### src/rtl/sio_pkg.sv
package sio_pkg;
  localparam int GPIO_BYTES = 2;
  localparam int DW         = 8;
  typedef logic [DW-1:0] byte_t;
  typedef enum logic [1:0] {
    SRC_NONE = 2'd0,
    SRC_IDX  = 2'd1,
    SRC_DAT  = 2'd2,
    SRC_GPIO = 2'd3
  } rd_src_e;
endpackage

### src/rtl/sio_cfg_regs.sv
module sio_cfg_regs
  import sio_pkg::*;
#(
  parameter int    NREG     = 29,
  parameter int    RO_A     = 8,
  parameter int    RO_B     = 24,
  parameter byte_t CHIP_ID  = 8'h70,
  parameter byte_t R0_MASK  = 8'h5F,
  parameter int    BASE_IDX = 15,
  parameter int    EN_IDX   = 18,
  parameter int    EN_LSB   = 4,
  parameter int    NBYTE    = GPIO_BYTES
) (
  input  logic             clk,
  input  logic             rst,
  input  logic             idx_wr,
  input  logic             idx_rd,
  input  logic             dat_wr,
  input  byte_t            wdata,
  output byte_t            idx_q,
  output byte_t            dat_rdata,
  output byte_t            gpio_base,
  output logic [NBYTE-1:0] gpio_en
);
  localparam int IW = $clog2(NREG);

  byte_t regs [NREG];
  logic  armed;
  logic  commit;
  logic  in_range;

  assign commit   = dat_wr && armed;
  assign in_range = (idx_q < byte_t'(NREG));

  always_ff @(posedge clk) begin
    if (rst) begin
      idx_q <= '0;
      armed <= 1'b0;
    end else if (idx_wr || idx_rd) begin
      armed <= 1'b0;
      if (idx_wr) idx_q <= wdata;
    end else if (dat_wr) begin
      armed <= !armed;
    end
  end

  for (genvar i = 0; i < NREG; i++) begin : g_reg
    if (i == RO_A) begin : g_ro_id
      assign regs[i] = CHIP_ID;
    end else if (i == RO_B) begin : g_ro_zero
      assign regs[i] = '0;
    end else if (i == 0) begin : g_masked
      always_ff @(posedge clk) begin
        if (rst)                              regs[i] <= '0;
        else if (commit && idx_q == byte_t'(i)) regs[i] <= wdata & R0_MASK;
      end
    end else begin : g_plain
      always_ff @(posedge clk) begin
        if (rst)                              regs[i] <= '0;
        else if (commit && idx_q == byte_t'(i)) regs[i] <= wdata;
      end
    end
  end

  assign dat_rdata = in_range ? regs[idx_q[IW-1:0]] : 8'hFF;
  assign gpio_base = regs[BASE_IDX];
  assign gpio_en   = regs[EN_IDX][EN_LSB +: NBYTE];

  // a data write while disarmed leaves register 0 untouched
  p_first_write_no_commit_r1: assert property (@(posedge clk) disable iff (rst)
    (dat_wr && !armed && idx_q == 8'h00 && !idx_wr && !idx_rd) |=> $stable(regs[0]));

  // an armed write to register 0 stores the masked value
  p_reg0_masked_r4: assert property (@(posedge clk) disable iff (rst)
    (dat_wr && armed && idx_q == 8'h00) |=> (regs[0] == ($past(wdata) & R0_MASK)));
endmodule

### src/rtl/sio_gpio_decode.sv
module sio_gpio_decode
  import sio_pkg::*;
#(
  parameter int AW    = 16,
  parameter int NBYTE = GPIO_BYTES
) (
  input  logic [AW-1:0]    addr,
  input  logic             cfg_claim,
  input  byte_t            base_reg,
  input  logic [NBYTE-1:0] en,
  output logic [NBYTE-1:0] sel
);
  localparam int SHIFT = 2;

  for (genvar k = 0; k < NBYTE; k++) begin : g_byte
    logic [AW-1:0] byte_addr;
    assign byte_addr = AW'({base_reg, SHIFT'(k)});
    assign sel[k]    = !cfg_claim && en[k] && (addr == byte_addr);
  end
endmodule

### src/rtl/sio_gpio_latch.sv
module sio_gpio_latch
  import sio_pkg::*;
#(
  parameter int NBYTE = GPIO_BYTES
) (
  input  logic               clk,
  input  logic               rst,
  input  logic               wr,
  input  logic [NBYTE-1:0]   sel,
  input  byte_t              wdata,
  output logic [NBYTE*8-1:0] lat
);
  for (genvar k = 0; k < NBYTE; k++) begin : g_lat
    always_ff @(posedge clk) begin
      if (rst)              lat[k*8 +: 8] <= '0;
      else if (wr && sel[k]) lat[k*8 +: 8] <= wdata;
    end

    // a byte changes only when written through its own enabled decode
    p_latch_hold_r7: assert property (@(posedge clk) disable iff (rst)
      !(wr && sel[k]) |=> $stable(lat[k*8 +: 8]));
  end
endmodule

### src/rtl/sio_cfg_gpio.sv
module sio_cfg_gpio
  import sio_pkg::*;
#(
  parameter int            AW       = 16,
  parameter logic [AW-1:0] CFG_BASE = 16'h0398,
  parameter byte_t         CHIP_ID  = 8'h70
) (
  input  logic                 clk,
  input  logic                 rst,
  input  logic [AW-1:0]        bus_addr,
  input  logic                 bus_wr,
  input  logic                 bus_rd,
  input  logic [7:0]           bus_wdata,
  output logic [7:0]           bus_rdata,
  output logic                 gpio_hit,
  output logic [GPIO_BYTES*8-1:0] gpio_latch
);
  localparam int NB = GPIO_BYTES;

  logic    hit_idx, hit_dat, rd_only;
  byte_t   idx_q, dat_rdata, gpio_base;
  logic [NB-1:0] gpio_en, sel;
  byte_t   gpio_rd;
  rd_src_e src;

  assign hit_idx = (bus_addr == CFG_BASE);
  assign hit_dat = (bus_addr == CFG_BASE + AW'(1));
  assign rd_only = bus_rd && !bus_wr;

  sio_cfg_regs #(.CHIP_ID(CHIP_ID), .NBYTE(NB)) cfg_i (
    .clk       (clk),
    .rst       (rst),
    .idx_wr    (bus_wr && hit_idx),
    .idx_rd    (rd_only && hit_idx),
    .dat_wr    (bus_wr && hit_dat),
    .wdata     (bus_wdata),
    .idx_q     (idx_q),
    .dat_rdata (dat_rdata),
    .gpio_base (gpio_base),
    .gpio_en   (gpio_en)
  );

  sio_gpio_decode #(.AW(AW), .NBYTE(NB)) dec_i (
    .addr      (bus_addr),
    .cfg_claim (hit_idx || hit_dat),
    .base_reg  (gpio_base),
    .en        (gpio_en),
    .sel       (sel)
  );

  sio_gpio_latch #(.NBYTE(NB)) lat_i (
    .clk   (clk),
    .rst   (rst),
    .wr    (bus_wr),
    .sel   (sel),
    .wdata (bus_wdata),
    .lat   (gpio_latch)
  );

  always_comb begin
    gpio_rd = 8'hFF;
    for (int k = 0; k < NB; k++)
      if (sel[k]) gpio_rd = gpio_latch[k*8 +: 8];
  end

  always_comb begin
    if (hit_idx)      src = SRC_IDX;
    else if (hit_dat) src = SRC_DAT;
    else if (|sel)    src = SRC_GPIO;
    else              src = SRC_NONE;
  end

  always_ff @(posedge clk) begin
    if (rst) begin
      bus_rdata <= '0;
      gpio_hit  <= 1'b0;
    end else begin
      gpio_hit <= (bus_wr || bus_rd) && (|sel);
      if (rd_only) begin
        unique case (src)
          SRC_IDX:  bus_rdata <= idx_q;
          SRC_DAT:  bus_rdata <= dat_rdata;
          SRC_GPIO: bus_rdata <= gpio_rd;
          default:  bus_rdata <= 8'hFF;
        endcase
      end
    end
  end

  // configuration addresses never raise the GPIO hit flag
  p_hit_not_cfg_r8: assert property (@(posedge clk) disable iff (rst)
    gpio_hit |-> $past(!hit_idx && !hit_dat));

  // read data holds when no read-only strobe was seen
  p_rdata_hold_r9: assert property (@(posedge clk) disable iff (rst)
    !$past(rd_only) |-> $stable(bus_rdata));

  // the identification register always reads back its fixed value
  p_chip_id_r3: assert property (@(posedge clk) disable iff (rst)
    $past(rd_only && hit_dat && idx_q == 8'd8) |-> (bus_rdata == CHIP_ID));

  // a decoded GPIO byte must have its enable bit set
  p_sel_needs_en_r6: assert property (@(posedge clk) disable iff (rst)
    (sel & ~gpio_en) == '0);
endmodule

### config.mk
export PLATFORM = sky130hd
export DESIGN_NAME = sio_cfg_gpio
export DESIGN_NICKNAME = d
export VERILOG_FILES = /design/src/rtl/sio_pkg.sv /design/src/rtl/sio_cfg_regs.sv /design/src/rtl/sio_gpio_decode.sv /design/src/rtl/sio_gpio_latch.sv /design/src/rtl/sio_cfg_gpio.sv
export SDC_FILE = /design/constraint.sdc
export NUM_CORES = 1
export LEC_CHECK = 0
export BUFFER_PORTS_ARGS = -buffer_cell sky130_fd_sc_hd__buf_2
export CORE_MARGIN = 1
export CORE_UTILIZATION = 60
export DETAILED_ROUTE_END_ITERATION = 7
export GPL_ROUTABILITY_DRIVEN = 1
export GPL_TIMING_DRIVEN = 1
export PLACE_DENSITY = 0.75
export SLEW_MARGIN = 0
export SYNTH_ARGS = -nofsm -noshare
export SYNTH_HDL_FRONTEND = slang
export SYNTH_SLANG_ARGS = --single-unit
### constraint.sdc
create_clock -name clk -period 2.9 [get_ports clk]
set_input_delay 0.145 -clock clk [delete_from_list [all_inputs] [get_ports clk]]
set_output_delay 0.145 -clock clk [all_outputs]
set_load 0.005 [all_outputs]
==> flow_summary.toml, run 1 <==
[setup_path]
path_cells = "buf_4 > mux2_2 > o22ai_1 > nor3_1 > o311ai_0 > a211oi_1"
worstPathRequired_ns = 3.29
worstPathMaxFanout = 37
cpPeakStageDelay_ns = 0.78
crit_slowest_cell = "dfxtp_4"
critPathKind = "reg2reg"
reg2reg_setup_slack_ns = 0.34
crit_path_end_kind = "register"
cp-start-kind = "register"
arrival_ns = 2.95

[synthesis]
synth-edff-count = 0
syn-num-nets = 1418
synthFlopType = "dfxtp_1"
syn_area_per_cell_um2 = 8.59
async_reset_ff_share_pct = 0
ys_seq_area_share_pct = 41.6
syn_area_mm2 = 0.0119
synth_cell_types = 58
syn_inst = 1390
yosysWarnings = 0
ys_seq_elements = 248

[routing]
vias_per_cell = 6.79
drc = 0
drt_iter0_markers = 1225
first_pass_iters = 6
vias = 11100
wl_um = 36100
wl_per_cell_um = 22.0
postRouteAntennaNets = 0

[global_routing]
grt_usage_pct = 35.6
first_global_vias = 10300
grt_max_degree = 105
grt_overflow = 0
grt_pass1_wl_um = 56700
grt_antenna_before_repair = 0

[placed_design]
hpwl_um = 21000
gp_congestion = 0.946
io_buffer_count = 52

[cells_and_area]
area_growth_syn_to_layout_pct = 10.9
antennaDiodeCount = 0
layout_commonest_cell = "dfxtp_1"
num-nets-final = 1384
mostFrequentLayoutCells = "dfxtp_1, a21oi_1, nand3_1"
drive_gt1_share_pct = 16.7

[floorplanning]
die_x_um = 143
start_util_pct = 61.3
core_area_mm2 = 0.0195
die_h_um = 143
pin_count = 53
rows = 51
dieArea_mm2 = 0.0205

[pwr]
leakagePower_nw = 4.69
sw_frac_of_total_pct = 22.3
combPwrFrac_pct = 3.0
pwr-share-clk_pct = 48.9
peakVddDrop_mv = 0.466
p_per_area_mw_per_mm2 = 537
power_w = 0.00711
p_sw_w = 0.00158
p_int_w = 0.00553
p_seq_share_pct = 48.1

[clock_tree]
cts_buffers = 27
clk_pin_slew_ns = 0.06
htreeDepth = 1
clkLatencyLatePin_ns = 0.54
cts_sinks = 248
cts_tree = "done"
cts.path.max_buffers = 3
cts-root-buf = "clkbuf_16"
post_cts_resized = 0

[sta]
tightest_slew_ns = 0.874
fin_crit_sh_pct = 88.4
setup_viol = 0
slew_violations = 0
max_slew_margin_pct = 41.7
hold_viol_final = 0
finClkSkew_ns = 0.00872
rsz0062_at_grt = "no"
fmax_mhz = 390
layout_min_cycle_time_ns = 2.56
setup_tns_ns = 0

[flow_run]
drv_cap = 0

[status]
status = "finished, final reports clean"

[worst_hold_path]
hold_path_class = "in2reg"
[timing repair]
item | CTS | global route
hold endpoints to repair | 1 | 0
hold buffers | 1 | 0
buffers inserted | 0 | 0
[per-stage QoR]
| step | utilization (%) | instances | setup WS (ns) | hold slack [ns] | area [um^2] |
|---|---|---|---|---|---|
| 5_1_grt | 68.0 | 1641 | 0.221 | 0.0664 | 13200 |
| 3_5_place_dp | 63.3 | 1591 | 0.302 | 0.464 | 12300 |
| 6_report | 68.0 | 1641 | 0.335 | 0.000294 | 13200 |
| 3_3_place_gp | 63.3 | 1591 | 0.363 | 0.453 | 12300 |
| 2_1_floorplan | - | 1390 | 0.589 | 0.323 | 11900 |
| 4_1_cts | 68.0 | 1641 | 0.394 | 0.00134 | 13200 |
[final cells by class]
cell class / count / area [um^2]
inverter: 5 / 18.8
multi-input combinational: 972 / 6330
clock buffer: 39 / 791
timing repair buffer: 102 / 682
tap: 265 / 332
clock inverter: 10 / 108
sequential: 248 / 4970
fill: 1540 / 6230
[critical path: cells and delay by family, from the launching register on]
| kind | cells | cell delay (ns) |
|---|---|---|
| compound gates | 3 | 0.83 |
| buf+inv | 1 | 0.31 |
| flops | 1 | 0.78 |
| mux | 1 | 0.35 |
| simple gates | 1 | 0.12 |
[synth_stat cells, drive strengths merged (7+ instances only)]
cell type	number	share of area [%]
dfxtp	248	42
a21oi	196	8.2
nand3	179	7.5
o21ai	167	7.0
clkbuf	129	4.1
nor2	79	2.5
mux2i	71	6.0
buf	36	1.4
mux2	33	3.1
nand4	30	1.9
mux4	27	5.1
nand2	23	0.74
o31ai	17	1.1
nand3b	15	0.94
nor3	10	0.46
nand2b	8	0.42
nor2b	8	0.42
a211oi	7	0.44
a221oi	7	0.51
a22oi	7	0.44
and4	7	0.51
or4	7	0.60
[layer usage]
layer	up-vias	part of all wire (%)	routed length (um)	GRT usage, %
met2	675	45	16300	56.8
li1	5049	-	-	-
met4	0	3.4	1210	13.4
met5	-	0	0	0
met3	107	11	3880	6.27
met1	5313	41	14600	47.9
[power by group through the flow]
stage	sequential [W]	clock (W)	combinational, W
final	0.00342	0.00348	0.000217
after global routing	0.00342	0.00360	0.000226
after CTS	0.00342	0.00349	0.000210
after detailed placement	0.00349	0	0.000209
after global placement	0.00349	0	0.000208
after floorplan	0.00349	0	0.000122
[final timing paths]
kind / startpoint / endpoint / cells past startpoint
hold reg to reg: cfg_i.regs[219] / cfg_i.regs[219] / 2
setup / recovery: cfg_i.idx_q[1] / bus_rdata[7] / 6
hold / removal: bus_addr[0] / cfg_i.armed / 3
setup reg to reg: cfg_i.idx_q[1] / bus_rdata[7] / 6
[kinds of logic after synthesis]
kind of cell	after synthesis	share of synthesized area, %
XOR/XNOR	8	0.587
buffers and inverters	170	5.65
AND/OR/NAND/NOR	391	17.6
flip-flops	248	41.6
AO/OA/AOI/OAI	442	20.4
multiplexers	131	14.2
[state kept, by name (all words and copies together), names as in the netlist]
name / count
bus_rdata: 8
cfg_i.regs: 204
gpio_hit: 1
cfg_i.armed: 1
cfg_i.idx_q: 8
cfg_i.gpio_base: 8
lat_i.lat: 16
cfg_i.gpio_en: 2
(Power assumes the default switching activity.)
==> inputs of run 2 (changes only) <==
--- a/config.mk
+++ b/config.mk
@@ -16,3 +16,4 @@
 export SYNTH_ARGS = -nofsm -noshare
 export SYNTH_HDL_FRONTEND = slang
+export SYNTH_HIERARCHICAL = 1
 export SYNTH_SLANG_ARGS = --single-unit
==> constraint.sdc (replaced) <==
create_clock -name clk -period 2.9 [get_ports clk]
set_input_delay 0.58 -clock clk [delete_from_list [all_inputs] [get_ports clk]]
set_output_delay 0.58 -clock clk [all_outputs]
set_load 0.005 [all_outputs]
==> flow_summary.toml, run 2 <==
[pwr]
p_sw_w = 0.00148
p_per_area_mw_per_mm2 = 530
p_seq_share_pct = 50.1
combPwrFrac_pct = 3.0
sw_frac_of_total_pct = 21.6
leakagePower_nw = 5.91
p_int_w = 0.00534
pwr-share-clk_pct = 46.9
peakVddDrop_mv = 0.420

[setup_path]
crit_slowest_cell = "nor4_1"
cpPeakStageDelay_ns = 0.63
crit_path_end_kind = "register"
critPathKind = "reg2reg"
cp-start-kind = "register"
worstPathMaxFanout = 34
arrival_ns = 3.16
worstPathRequired_ns = 3.34
path_cells = "buf_12 > mux4_2 > nor2_1 > o311a_1 > nor4_1 > mux2i_1 > or2_0 > a311oi_1"

[floorplanning]
pin_count = 53
dieArea_mm2 = 0.0199
core_area_mm2 = 0.0188
die_x_um = 141
rows = 50
start_util_pct = 61.5
die_h_um = 141

[sta]
hold_viol_final = 0
fmax_mhz = 367
layout_min_cycle_time_ns = 2.72
setup_tns_ns = 0
max_slew_margin_pct = 45.0
setup_viol = 0
fin_crit_sh_pct = 93.8
rsz0062_at_grt = "no"
slew_violations = 0
finClkSkew_ns = 0.0111
tightest_slew_ns = 0.823

[clock_tree]
htreeDepth = 1
clk_pin_slew_ns = 0.06
cts_buffers = 26
post_cts_resized = 0
cts_hold_buf = 0
cts_tree = "done"
clkLatencyLatePin_ns = 0.53
cts-root-buf = "clkbuf_16"
cts.path.max_buffers = 3
cts_setup_buffers = 0
cts_sinks = 248

[cells_and_area]
largest_reg_flops = 204
fin_cells = 1414
layout_commonest_cell = "mux2i_1"
num-nets-final = 1168
drive_gt1_share_pct = 18.1
final.fill_count = 1432
antennaDiodeCount = 0
register_area_mm2 = 0.00497
largestRegisters = "cfg_i/regs: 204 flops, lat_i/lat: 16 flops"
mostFrequentLayoutCells = "mux2i_1, nor2_1, dfxtp_1"
area_growth_syn_to_layout_pct = 10.9
multi_input_area_mm2 = 0.00608
largest-register = "cfg_i/regs"

[global_routing]
grt_max_degree = 94
grt_usage_pct = 28.8
grt_overflow = 0
grt_pass1_wl_um = 44900
grt_antenna_before_repair = 0
first_global_vias = 8138

[routing]
first_pass_iters = 5
drc = 0
wl_per_cell_um = 20.0
postRouteAntennaNets = 0
wl_um = 28300
drt_iter0_markers = 705
vias = 8538
vias_per_cell = 6.04

[flow_run]
drv_cap = 0

[synthesis]
synth_top_area_share_pct = 42.8
yosysWarnings = 6
synth.most_common_cell = "mux2i_1"
syn_inst = 1132
synth-edff-count = 0
synthFlopType = "dfxtp_1"
syn-num-nets = 1160
synthTopCellsByArea = "dfxtp_1, mux2i_1, nor2_1, mux4_2, clkbuf_1"
ys_seq_area_share_pct = 42.8
synth_cell_types = 68
async_reset_ff_share_pct = 0
ys_seq_elements = 248
syn_area_per_cell_um2 = 10.2
synth_commonest_cells = "mux2i_1, dfxtp_1, nor2_1"
syn_area_mm2 = 0.0116
yosysTopAreaCell = "dfxtp_1"

[placed_design]
hpwl_um = 18000
io_buffer_count = 52
numPlacedInstances = 1372
gp_congestion = 0.892

[worst_hold_path]
hold_path_class = "in2reg"

[status]
status = "finished, final reports clean"
==> run 2: cell types whose count changed after synthesis, sizes merged, moves of 67 or more <==
cell	before	now
mux2i	71	258
clkbuf	129	62
nor2	79	247
o21ai	167	1
a21oi	196	12
nand3	179	23
==> run 2: cell type report <==
| class | instances | share of cell area [%] |
|---|---|---|
| clock buffer | 38 | 5.88 |
| clock inverter | 4 | 0.438 |
| inverter | 6 | 0.175 |
| multi-input combinational | 768 | 47.3 |
| sequential | 248 | 38.7 |
| tap | 260 | 2.53 |
| timing repair buffer | 90 | 4.97 |
==> run 2: routing by layer <==
layer | up-vias | track usage (%) | share of wire, %
li1 | 4001 | - | -
met1 | 4168 | 39.6 | 44
met2 | 308 | 46.4 | 46
met3 | 61 | 4.52 | 6.2
met4 | 0 | 9.67 | 3.1
met5 | - | 0 | 0
==> run 2: stage by stage <==
step	util, %	hold WS, ns	power [W]	worst slack [ns]	instance area, um^2
6_report	68.3	0.344	0.00682	0.179	12900
5_1_grt	68.3	0.369	0.00700	0.0773	12900
4_1_cts	68.3	0.335	0.00684	0.272	12900
3_5_place_dp	64.0	0.480	0.00369	0.00496	12000
3_3_place_gp	64.0	0.466	0.00369	0.0679	12000
2_1_floorplan	-	0.451	0.00362	0.0517	11600
==> run 2: power groups by stage <==
| stage | Clock (W) | Combinational [W] | Sequential (W) |
|---|---|---|---|
| 2_1_floorplan | 0 | 0.000127 | 0.00349 |
| 3_3_place_gp | 0 | 0.000202 | 0.00349 |
| 3_5_place_dp | 0 | 0.000203 | 0.00349 |
| 4_1_cts | 0.00322 | 0.000204 | 0.00342 |
| 5_1_grt | 0.00336 | 0.000220 | 0.00341 |
| 6_report | 0.00320 | 0.000206 | 0.00342 |
==> run 2: worst paths after layout <==
kind / cells past startpoint / end / slack, ns / start
setup reg to reg: 8 / bus_rdata[5] / 0.18 / cfg_i/idx_q[1]
hold reg to reg: 2 / cfg_i/regs[208] / 0.49 / cfg_i/regs[208]
setup / recovery: 8 / bus_rdata[5] / 0.18 / cfg_i/idx_q[1]
hold / removal: 3 / gpio_hit / 0.34 / bus_rd
==> run 2: cell families after synthesis <==
kind of cell | count (synthesis) | share of synthesized area, %
AOI/OAI and AO/OA | 81 | 5.38
xor gates and xnor gates | 9 | 0.680
buffers and inverters | 116 | 4.73
DFF | 248 | 42.8
muxes | 306 | 30.2
and+or+nand+nor | 372 | 16.2
==> run 2: critical path, delay by kind of cell, from the launching register on <==
family	cells	cell delay [ns]
simple gates	3	0.91
compound gates	2	0.56
flops	1	0.46
mux	2	0.43
buf+inv	1	0.26
==> inputs of run 3 (changes only) <==
Settings changed: BUFFER_PORTS_ARGS -buffer_cell sky130_fd_sc_hd__buf_2 to not set, CORE_MARGIN 1 to 2, DONT_BUFFER_PORTS set to 1, PLACE_DENSITY 0.75 to 0.73.
==> flow_summary.toml, run 3 (synthesis results as in run 2) <==
[global_routing]
first_global_vias = 7921
grt_usage_pct = 27.0
grt_antenna_before_repair = 1
grt_overflow = 0
grt_pass1_wl_um = 43400
grt_max_degree = 258

[placed_design]
place_ws_ns = 0.103
io_buffer_count = 0
gp_congestion = 0.879
hpwl_um = 17500

[sta]
max_slew_margin_pct = 40.7
slew_violations = 0
tightest_slew_ns = 0.887
rsz0062_at_grt = "no"
finClkSkew_ns = 0.0160
fin_crit_sh_pct = 92.9
setup_tns_ns = 0
layout_min_cycle_time_ns = 2.69
fmax_mhz = 371
setup_viol = 0
fin_ws_ns = 0.207
hold_viol_final = 0

[clock_tree]
cts_setup_buffers = 0
cts_sinks = 248
cts_hold_buf = 0
cts-root-buf = "clkbuf_16"
clkLatencyLatePin_ns = 0.53
htreeDepth = 1
cts_tree = "done"
post_cts_resized = 0
clk_pin_slew_ns = 0.06
cts_buffers = 26
cts.path.max_buffers = 3

[routing]
vias_per_cell = 6.00
wl_um = 27800
vias = 8222
postRouteAntennaNets = 0
drt_iter0_markers = 644
drc = 0
first_pass_iters = 5
wl_per_cell_um = 20.3

[floorplanning]
die_x_um = 143
core_area_mm2 = 0.0188
pin_count = 53
start_util_pct = 61.5
die_h_um = 143
dieArea_mm2 = 0.0204
rows = 50

[pwr]
p_per_area_mw_per_mm2 = 553
leakagePower_nw = 5.72
peakVddDrop_mv = 0.367

[setup_path]
worstPathRequired_ns = 3.34
critPathKind = "reg2reg"
cp-start-kind = "register"
worstPathMaxFanout = 13
arrival_ns = 3.13
crit_path_end_kind = "register"

[cells_and_area]
num-nets-final = 1117
area_growth_syn_to_layout_pct = 9.24
largestRegisters = "cfg_i/regs: 204 flops, lat_i/lat: 16 flops"
mostFrequentLayoutCells = "mux2i_1, nor2_1, dfxtp_1"
largest_reg_flops = 204
final.fill_count = 1463
drive_gt1_share_pct = 15.1
register_area_mm2 = 0.00497
multi_input_area_mm2 = 0.00608
largest-register = "cfg_i/regs"
layout_commonest_cell = "mux2i_1"

[status]
status = "finished, final reports clean"

[worst_hold_path]
hold_path_class = "in2reg"

[flow_run]
drv_cap = 0
## run 3: layer usage
metal | vias to the layer above | part of all wire, % | GRT usage (%)
met4 | 0 | 2.4 | 8.13
met2 | 253 | 47 | 44.0
met1 | 4015 | 45 | 37.4
li1 | 3903 | - | -
met5 | - | 0 | 0
met3 | 51 | 5.7 | 3.79
## run 3: final cells by class
class                   instances  area share, %
repair buffers                 39           2.61
clock inverters                12           1.14
well taps                     260           2.57
clock buffers                  36           6.17
flip-flops and latches        248           39.3
multi-input cells             768           48.0
diodes                          1         0.0198
inverters                       6          0.178
## run 3: where the power goes
group          switching, W  total (W)  internal (W)
Clock               0.00139    0.00354       0.00215
Combinational     0.0000157  0.0000473     0.0000316
Sequential       0.00000580    0.00342       0.00341
## run 3: worst paths after layout
check	from	end	slack, ns	depth (start not counted)
setup / recovery	cfg_i/idx_q[1]	bus_rdata[1]	0.21	8
hold / removal	bus_wdata[0]	cfg_i/regs[8]	0.20	2
setup reg to reg	cfg_i/idx_q[1]	bus_rdata[1]	0.21	8
hold reg to reg	cfg_i/regs[19]	cfg_i/regs[19]	0.49	2
## run 3: per-stage QoR
stage | hold slack (ns) | std cells | util (%) | power, W | cell area, um^2
floorplan | 0.451 | 1132 | - | 0.00362 | 11600
global placement | 0.467 | 1321 | 62.3 | 0.00354 | 11700
detailed placement | 0.480 | 1321 | 62.3 | 0.00354 | 11700
CTS | 0.117 | 1369 | 67.2 | 0.00704 | 12700
global route | 0.141 | 1369 | 67.2 | 0.00717 | 12700
finish | 0.199 | 1370 | 67.2 | 0.00700 | 12700
## run 3: worst max-delay path, cell delays in order, from the launching register on
cell	delay, ns
dfxtp_4	0.47
nor2b_1	0.31
buf_4	0.22
a221oi_1	0.11
or3_1	0.40
a221oi_1	0.49
mux2i_1	0.14
or2_0	0.22
a311oi_1	0.24
